--- config.mk ---
export PLATFORM = sky130hd
export DESIGN_NAME = tagged_ram
export DESIGN_NICKNAME = d
export VERILOG_FILES = /design/src/rtl/tram_pkg.sv /design/src/rtl/tram_flag_bank.sv /design/src/rtl/tram_data_bank.sv /design/src/rtl/tram_read_port.sv /design/src/rtl/tagged_ram.sv
export SDC_FILE = /design/constraint.sdc
export NUM_CORES = 1
export LEC_CHECK = 0
export BUFFER_PORTS_ARGS = -buffer_cell sky130_fd_sc_hd__buf_2
export CAP_MARGIN = 20
export CORE_MARGIN = 2
export CORE_UTILIZATION = 30
export CTS_CLUSTER_DIAMETER = 50
export CTS_CLUSTER_SIZE = 14
export DETAILED_ROUTE_END_ITERATION = 10
export GPL_TIMING_DRIVEN = 0
export PLACE_DENSITY_LB_ADDON = 0.3
export SLEW_MARGIN = 10
export SYNTH_ARGS = -nofsm -noshare
export SYNTH_HDL_FRONTEND = slang
export SYNTH_SLANG_ARGS = --single-unit
--- constraint.sdc ---
create_clock -name clk -period 2.4 [get_ports clk]
set_clock_uncertainty 0.1 [all_clocks]
set_input_delay 0 -clock clk [delete_from_list [all_inputs] [get_ports clk]]
set_output_delay 0 -clock clk [all_outputs]
set_load 0.01 [all_outputs]
--- src/rtl/tram_pkg.sv ---
// Shared constants and types for the tagged data RAM.
package tram_pkg;
    localparam int DATA_W = 16;
    localparam int BYTE_W = 8;

    // Read width selector, decoded from the rd_byte pin.
    typedef enum logic {
        RD_WORD = 1'b0,
        RD_BYTE = 1'b1
    } rd_mode_e;
endpackage

--- src/rtl/tram_flag_bank.sv ---
// Flag storage: one bit per word, set or cleared from a word-indexed
// and a byte-derived index. Assumes both indices are already word
// indices. A clear from either source beats any set to the same word.
module tram_flag_bank #(
    parameter int ADDR_W = 6,
    localparam int DEPTH = 1 << ADDR_W
) (
    input  logic              clk,
    input  logic              rst_n,
    input  logic              w_set,
    input  logic              w_clr,
    input  logic [ADDR_W-1:0] w_idx,
    input  logic              b_set,
    input  logic              b_clr,
    input  logic [ADDR_W-1:0] b_idx,
    input  logic [ADDR_W-1:0] rd_idx,
    output logic              rd_flag
);
    logic [DEPTH-1:0] flags;

    for (genvar i = 0; i < DEPTH; i++) begin : g_flag
        logic set_hit;
        logic clr_hit;
        assign set_hit = (w_set && w_idx == ADDR_W'(i)) || (b_set && b_idx == ADDR_W'(i));
        assign clr_hit = (w_clr && w_idx == ADDR_W'(i)) || (b_clr && b_idx == ADDR_W'(i));

        // Update one flag bit; clear has priority over set.
        always_ff @(posedge clk) begin
            if (!rst_n)       flags[i] <= 1'b0;
            else if (clr_hit) flags[i] <= 1'b0;
            else if (set_hit) flags[i] <= 1'b1;
        end
    end

    // Present the flag of the word being read (pre-update value).
    assign rd_flag = flags[rd_idx];

    // a word-port clear always leaves the bit at 0.
    a_r2_word_clear: assert property (@(posedge clk) disable iff (!rst_n)
        w_clr |=> !flags[$past(w_idx)]);
    // a byte-port clear always leaves the bit at 0.
    a_r3_byte_clear: assert property (@(posedge clk) disable iff (!rst_n)
        b_clr |=> !flags[$past(b_idx)]);
    // an uncontested word-port set leaves the bit at 1.
    a_r2_word_set: assert property (@(posedge clk) disable iff (!rst_n)
        (w_set && !w_clr && !(b_clr && b_idx == w_idx)) |=> flags[$past(w_idx)]);
endmodule

--- src/rtl/tram_data_bank.sv ---
// Data storage: DEPTH words of 16 bits, written one word per cycle,
// read asynchronously. No reset; contents are defined by loads only.
module tram_data_bank
    import tram_pkg::*;
#(
    parameter int ADDR_W = 6,
    localparam int DEPTH = 1 << ADDR_W
) (
    input  logic              clk,
    input  logic              wr_en,
    input  logic [ADDR_W-1:0] wr_idx,
    input  logic [DATA_W-1:0] wr_data,
    input  logic [ADDR_W-1:0] rd_idx,
    output logic [DATA_W-1:0] rd_word
);
    logic [DATA_W-1:0] mem [DEPTH];

    // Store a loaded word.
    always_ff @(posedge clk) begin
        if (wr_en) mem[wr_idx] <= wr_data;
    end

    // Present the addressed word (value before any same-cycle load).
    assign rd_word = mem[rd_idx];
endmodule

--- src/rtl/tram_read_port.sv ---
// Read path: turns a byte address into a word index, picks word or
// byte, zero-extends bytes and registers data together with TAG.
// Assumes word_in and flag_in belong to word_idx in the same cycle.
module tram_read_port
    import tram_pkg::*;
#(
    parameter int ADDR_W = 6,
    localparam int BADDR_W = ADDR_W + 1
) (
    input  logic               clk,
    input  logic               rst_n,
    input  logic               rd_en,
    input  rd_mode_e           rd_mode,
    input  logic [BADDR_W-1:0] rd_baddr,
    input  logic [DATA_W-1:0]  word_in,
    input  logic               flag_in,
    output logic [ADDR_W-1:0]  word_idx,
    output logic [DATA_W-1:0]  rd_data,
    output logic               tag_out
);
    logic [DATA_W-1:0] sel_data;

    assign word_idx = rd_baddr[BADDR_W-1:1];

    // Choose the whole word or one zero-extended byte (odd = low byte).
    always_comb begin
        if (rd_mode == RD_WORD)
            sel_data = word_in;
        else if (rd_baddr[0])
            sel_data = {{(DATA_W-BYTE_W){1'b0}}, word_in[BYTE_W-1:0]};
        else
            sel_data = {{(DATA_W-BYTE_W){1'b0}}, word_in[DATA_W-1:BYTE_W]};
    end

    // Capture data and TAG on a read; hold them otherwise.
    always_ff @(posedge clk) begin
        if (!rst_n) begin
            rd_data <= '0;
            tag_out <= 1'b0;
        end else if (rd_en) begin
            rd_data <= sel_data;
            tag_out <= flag_in;
        end
    end

    // reset clears both outputs.
    a_r1_reset_outputs: assert property (@(posedge clk)
        !rst_n |=> (rd_data == '0 && !tag_out));
    // outputs hold while no read is issued.
    a_r9_hold: assert property (@(posedge clk) disable iff (!rst_n)
        !rd_en |=> ($stable(rd_data) && $stable(tag_out)));
    // a byte read leaves the upper half zero.
    a_r6_r7_zero_ext: assert property (@(posedge clk) disable iff (!rst_n)
        (rd_en && rd_mode == RD_BYTE) |=> rd_data[DATA_W-1:BYTE_W] == '0);
endmodule

--- src/rtl/tagged_ram.sv ---
// Top level of the tagged data RAM: data bank, flag bank and read
// port. The byte flag port drops its low address bit so both bytes
// of a word map to the same flag.
module tagged_ram
    import tram_pkg::*;
#(
    parameter int ADDR_W = 6,
    localparam int BADDR_W = ADDR_W + 1
) (
    input  logic               clk,
    input  logic               rst_n,
    input  logic               wr_en,
    input  logic [ADDR_W-1:0]  wr_addr,
    input  logic [15:0]        wr_data,
    input  logic               fw_set,
    input  logic               fw_clr,
    input  logic [ADDR_W-1:0]  fw_addr,
    input  logic               fb_set,
    input  logic               fb_clr,
    input  logic [BADDR_W-1:0] fb_addr,
    input  logic               rd_en,
    input  logic               rd_byte,
    input  logic [BADDR_W-1:0] rd_addr,
    output logic [15:0]        rd_data,
    output logic               tag_out
);
    logic [ADDR_W-1:0] rd_idx;
    logic [DATA_W-1:0] rd_word;
    logic              rd_flag;
    logic              fb_lsb_unused;
    rd_mode_e          rd_mode;

    assign fb_lsb_unused = fb_addr[0];
    assign rd_mode       = rd_mode_e'(rd_byte);

    tram_data_bank #(.ADDR_W(ADDR_W)) u_data (
        .clk     (clk),
        .wr_en   (wr_en),
        .wr_idx  (wr_addr),
        .wr_data (wr_data),
        .rd_idx  (rd_idx),
        .rd_word (rd_word)
    );

    tram_flag_bank #(.ADDR_W(ADDR_W)) u_flags (
        .clk     (clk),
        .rst_n   (rst_n),
        .w_set   (fw_set),
        .w_clr   (fw_clr),
        .w_idx   (fw_addr),
        .b_set   (fb_set),
        .b_clr   (fb_clr),
        .b_idx   (fb_addr[BADDR_W-1:1]),
        .rd_idx  (rd_idx),
        .rd_flag (rd_flag)
    );

    tram_read_port #(.ADDR_W(ADDR_W)) u_read (
        .clk      (clk),
        .rst_n    (rst_n),
        .rd_en    (rd_en),
        .rd_mode  (rd_mode),
        .rd_baddr (rd_addr),
        .word_in  (rd_word),
        .flag_in  (rd_flag),
        .word_idx (rd_idx),
        .rd_data  (rd_data),
        .tag_out  (tag_out)
    );

    // TAG follows the pre-edge flag of the word read.
    a_r8_tag_follows_flag: assert property (@(posedge clk) disable iff (!rst_n)
        rd_en |=> tag_out == $past(rd_flag));
    // a word read returns the pre-edge stored word.
    a_r5_word_read: assert property (@(posedge clk) disable iff (!rst_n)
        (rd_en && !rd_byte) |=> rd_data == $past(rd_word));
endmodule

==> flow_results.org <==
** Layout
- Relative to the synthesized area, the layout overhead comes to 18.8%.
- # nets final :: 2706
- The post-route netlist has 25.0% of its cells at a drive strength greater than 1.

** Pwr
- Internal power :: 31.4 mW
- The design draws 41.0 mW.
- Sequential cell fraction of total power :: 51.8%
- Across the VDD grid, the largest voltage drop is 0.539 mV.
- Fraction of power consumed by combinational cells :: 7.2%
- In this run switching power makes up 23.4% of total power.
- The analysis attributes to net switching a power of 9.61 mW.
- Power share of the clock group :: 41.0%
- Ratio of total power to cell area :: 773 nW/µm²
- Reported leakage power :: 16.8 nW

** Run status
- The flow ran to the end, but the final reports show violations.
- The checks that failed: setup timing.

** Timing
- Setup repair after global routing could not meet its margin everywhere.
- Derived from the worst setup path, the maximum achievable clock frequency is 406 MHz.
- Max-slew headroom :: 17.5%
- For the pin with the worst max-slew slack, the measured transition is 1240 ps.
- Setup violations remaining at the end of the flow were counted as 8.
- The number of hold violations in the final report came to 0.
- The routed design could run at a clock period as short as 2460 ps.
- In the post-route analysis, the smallest setup slack over all paths is -60.4 ps.
- Period utilization :: 103%
- Hold_ws :: 85.6 ps
- Slew Limit Fails :: 0

** Worst hold path
- The worst hold path belongs to the class in2reg.

** Setup path
- Worst Path Class, Setup :: reg2reg
- Crit Path Max Fanout :: 1
- Cell class contributing the biggest share of worst-path delay :: multiplexers
- Arrival time worst endpoint :: 2890 ps
- Worst-path cell with the longest stage delay :: sky130_fd_sc_hd__mux4_2
- STA classifies the critical path endpoint as a flop.
- On the worst path, the slowest cell contributes a delay of 560 ps.
- STA classifies the critical path startpoint as a flop.
- Most Frequent Cell on Critical Path :: sky130_fd_sc_hd__mux4_2
- Series of cell instances along the critical path :: mux4_2 > mux4_2 > o32ai_4 > or3_1 > a21oi_1
- For the worst setup path, the data required time is 2830 ps.
- Buffers plus inverters on the worst setup path :: 0

** Detailed routing
- Average vias per placed instance :: 5.58
- The final route contains 26000 vias.
- Post-route antenna net violation count :: 0
- Detailed-routing iteration count for the pre-antenna-repair pass :: 9
- Number of violations reported at the end of detailed-routing iteration 0 :: 3638
- DRC Markers :: 0
- Drt total wl :: 152000 µm
- Wire length per cell :: 32.6 µm

** Die
- From bottom edge to top edge, the die measures 390 µm.
- Die W :: 390 µm
- For this design the top-level I/O count stands at 68.
- Std cell rows :: 141
- The die covers 152000 µm².
- Core region area :: 148000 µm²
- Initial Utilization :: 30.2%

** Yosys
- Synth warnings :: 0
- After synthesis, the cell types taking the most area are sky130_fd_sc_hd__edfxtp_1 69%, sky130_fd_sc_hd__mux4_2 9.3%, sky130_fd_sc_hd__mux4_1 3.9%.
- The mapped netlist covers 44700 µm².
- After synthesis, the share of flip-flops with an asynchronous set or reset is 0%.
- Sequential share of the synthesized area :: 72.5%
- Post-Syn Nets :: 2401
- In the synthesized netlist the dominant register cell turns out to be sky130_fd_sc_hd__edfxtp_1.
- The synthesized design contains 1024 enable-type register cells.
- Synthesis inferred 1105 register bits.
- Counting every instance in the synthesized netlist gives 2350.
- Library cell with the largest summed area after synthesis :: sky130_fd_sc_hd__edfxtp_1
- After synthesis, the largest area contributor takes up 68.8% of total cell area.
- Number of distinct library cells after synthesis :: 72
- A synthesized cell averages 19.0 µm².

** Global routing
- Entering global routing, the biggest net connects 65 pins.
- The first global-routing pass estimated 207000 µm of wire.
- The number of antenna violations at the first check in global routing was 9.
- Global routing finished with a remaining overflow of 0.
- Global Route Usage Sum :: 19.7%
- Number of global-route vias before repair :: 25100

** Clocking
- Htree depth :: 3
- Max Buffers Root-to-Sink :: 3
- The later pin in the worst-skew pair is clocked with a latency of 750 ps.
- Clock sinks :: 1105
- Clock slew at reported path FFs :: 70 ps
- Clk Tree Root Cell :: sky130_fd_sc_hd__clkbuf_16
- Clock tree from TritonCTS :: yes
- TritonCTS buffer count :: 104

** Placed design
- The congestion estimate from routability-driven global placement came to 0.962.
- Pre-CTS worst setup slack :: -1160 ps
- Detail Placement HPWL :: 99700 µm
- Number of buffer cells added on primary ports :: 55

** Job
- Max-cap violations in this run came to 0.
-- kinds of logic after synthesis --
logic type      Yosys count  synth area share [%]
flops                  1105                  72.5
mux                     334                  15.1
compound gates          324                  5.33
simple gates            441                  4.54
buf+inv                 146                  2.57
-- tightest hold or removal path: stages --
cell and delay, ps:
sky130_fd_sc_hd__clkbuf_8 170, sky130_fd_sc_hd__nand2b_1 190, sky130_fd_sc_hd__o22ai_1 120, sky130_fd_sc_hd__a211oi_1 150
sky130_fd_sc_hd__or3_1 130, sky130_fd_sc_hd__a21oi_1 30
-- routing by layer --
layer / up-vias / routed length [µm] / track usage [%]
li1: 10400 / - / -
met1: 13800 / 62700 / 27.3
met2: 1470 / 68000 / 30.1
met3: 299 / 15800 / 5.36
met4: 6 / 5400 / 6.04
met5: - / 37 / 0
-- synthesized netlist by cell type, drive strengths merged (3+ instances only) --
library cell  count
nor2            206
o41ai             4
o32ai             5
o22ai            63
or3               5
o211ai            7
nand3            37
or2               8
nor2b            23
nand2            84
nand4             7
clkbuf           72
mux2i            70
and2             19
a31o              6
a22oi            55
o221ai           53
mux2             13
edfxtp         1024
a21o              3
or2b              3
a22o              8
and3             15
buf              69
o22a              4
a21oi            28
nand3b            5
o21ai            24
a211oi           11
a221oi           26
dfxtp            81
nand2b            8
nor3b             3
mux4            251
a31oi            10
nor3             10
o2111ai           3
-- path summary, 6_finish.rpt --
| kind | startpoint | to | slack (ps) | cells past startpoint |
|---|---|---|---|---|
| worst max-delay path | u_data.mem[28][3] | u_read.rd_data[3] | -60 | 5 |
| worst min-delay path | rd_addr[6] | u_read.rd_data[0] | 90 | 6 |
| worst max register to register | u_data.mem[28][3] | u_read.rd_data[3] | -60 | 5 |
| worst min register to register | u_flags.flags[44] | u_flags.flags[44] | 370 | 2 |
-- power groups by stage --
| stage | clock network (mW) | logic (mW) | registers (mW) |
|---|---|---|---|
| 4_1_cts | 17.0 | 2.85 | 21.2 |
| 3_3_place_gp | 0 | 2.63 | 21.7 |
| 5_1_grt | 17.7 | 3.01 | 21.2 |
| 2_1_floorplan | 0 | 1.32 | 21.6 |
| 6_report | 16.8 | 2.95 | 21.2 |
| 3_5_place_dp | 0 | 2.73 | 21.7 |
-- cells in the final DEF, fill, tap and decap left out, types with 13 or more instances in the layout --
cell type / count
sky130_fd_sc_hd__a21oi_1: 27
sky130_fd_sc_hd__nor2_4: 25
sky130_fd_sc_hd__clkbuf_16: 106
sky130_fd_sc_hd__mux4_1: 58
sky130_fd_sc_hd__dfxtp_1: 81
sky130_fd_sc_hd__buf_4: 33
sky130_fd_sc_hd__edfxtp_1: 1024
sky130_fd_sc_hd__buf_8: 37
sky130_fd_sc_hd__nand2_1: 83
sky130_fd_sc_hd__o22ai_1: 63
sky130_fd_sc_hd__mux2i_1: 66
sky130_fd_sc_hd__a22oi_1: 55
sky130_fd_sc_hd__buf_2: 63
sky130_fd_sc_hd__mux4_2: 193
sky130_fd_sc_hd__nor2_1: 142
sky130_fd_sc_hd__buf_12: 15
sky130_fd_sc_hd__and2_1: 18
sky130_fd_sc_hd__clkbuf_8: 28
sky130_fd_sc_hd__nor2_2: 39
sky130_fd_sc_hd__buf_6: 26
sky130_fd_sc_hd__a221oi_1: 26
sky130_fd_sc_hd__dlygate4sd3_1: 86
sky130_fd_sc_hd__and3_1: 14
sky130_fd_sc_hd__nor2b_1: 22
sky130_fd_sc_hd__clkbuf_1: 62
sky130_fd_sc_hd__nand3_1: 36
sky130_fd_sc_hd__o21ai_0: 18
sky130_fd_sc_hd__mux2_2: 13
sky130_fd_sc_hd__o221ai_1: 53
-- timing repair --
item | CTS | global route
hold buffers | 86 | 1
pin swaps | 0 | 3
buffers inserted | 0 | 3
gates resized for setup | 23 | 32
hold endpoints to repair | 1142 | 1
endpoints found under the setup margin | 12 | 34
-- layout make-up --
class / instances / area, µm²
antenna: 4 / 10.0
fill: 13700 / 94800
clock inverter: 43 / 577
sequential: 1105 / 32400
timing repair buffer: 202 / 2140
clock buffer: 133 / 2820
inverter: 3 / 11.3
multi-input combinational: 1099 / 11600
tap: 1930 / 2410
buffer: 140 / 1150
-- registers in the layout, indices dropped and copies added, names as in the netlist --
| name | flops |
|---|---|
| u_data.mem | 1024 |
| u_read.tag_out | 1 |
| u_read.rd_data | 16 |
| u_flags.flags | 64 |
-- metrics by stage --
stage	utilization (%)	cell area, µm²	std cells	setup TNS, ps
5_1_grt	35.9	53100	4656	-129
3_5_place_dp	32.9	48600	4392	-41470
4_1_cts	35.8	53000	4654	-10.0
6_report	35.9	53100	4659	-179
2_1_floorplan	-	44700	2350	0
3_3_place_gp	32.0	47400	4335	-695010
(Power assumes the default switching activity.)
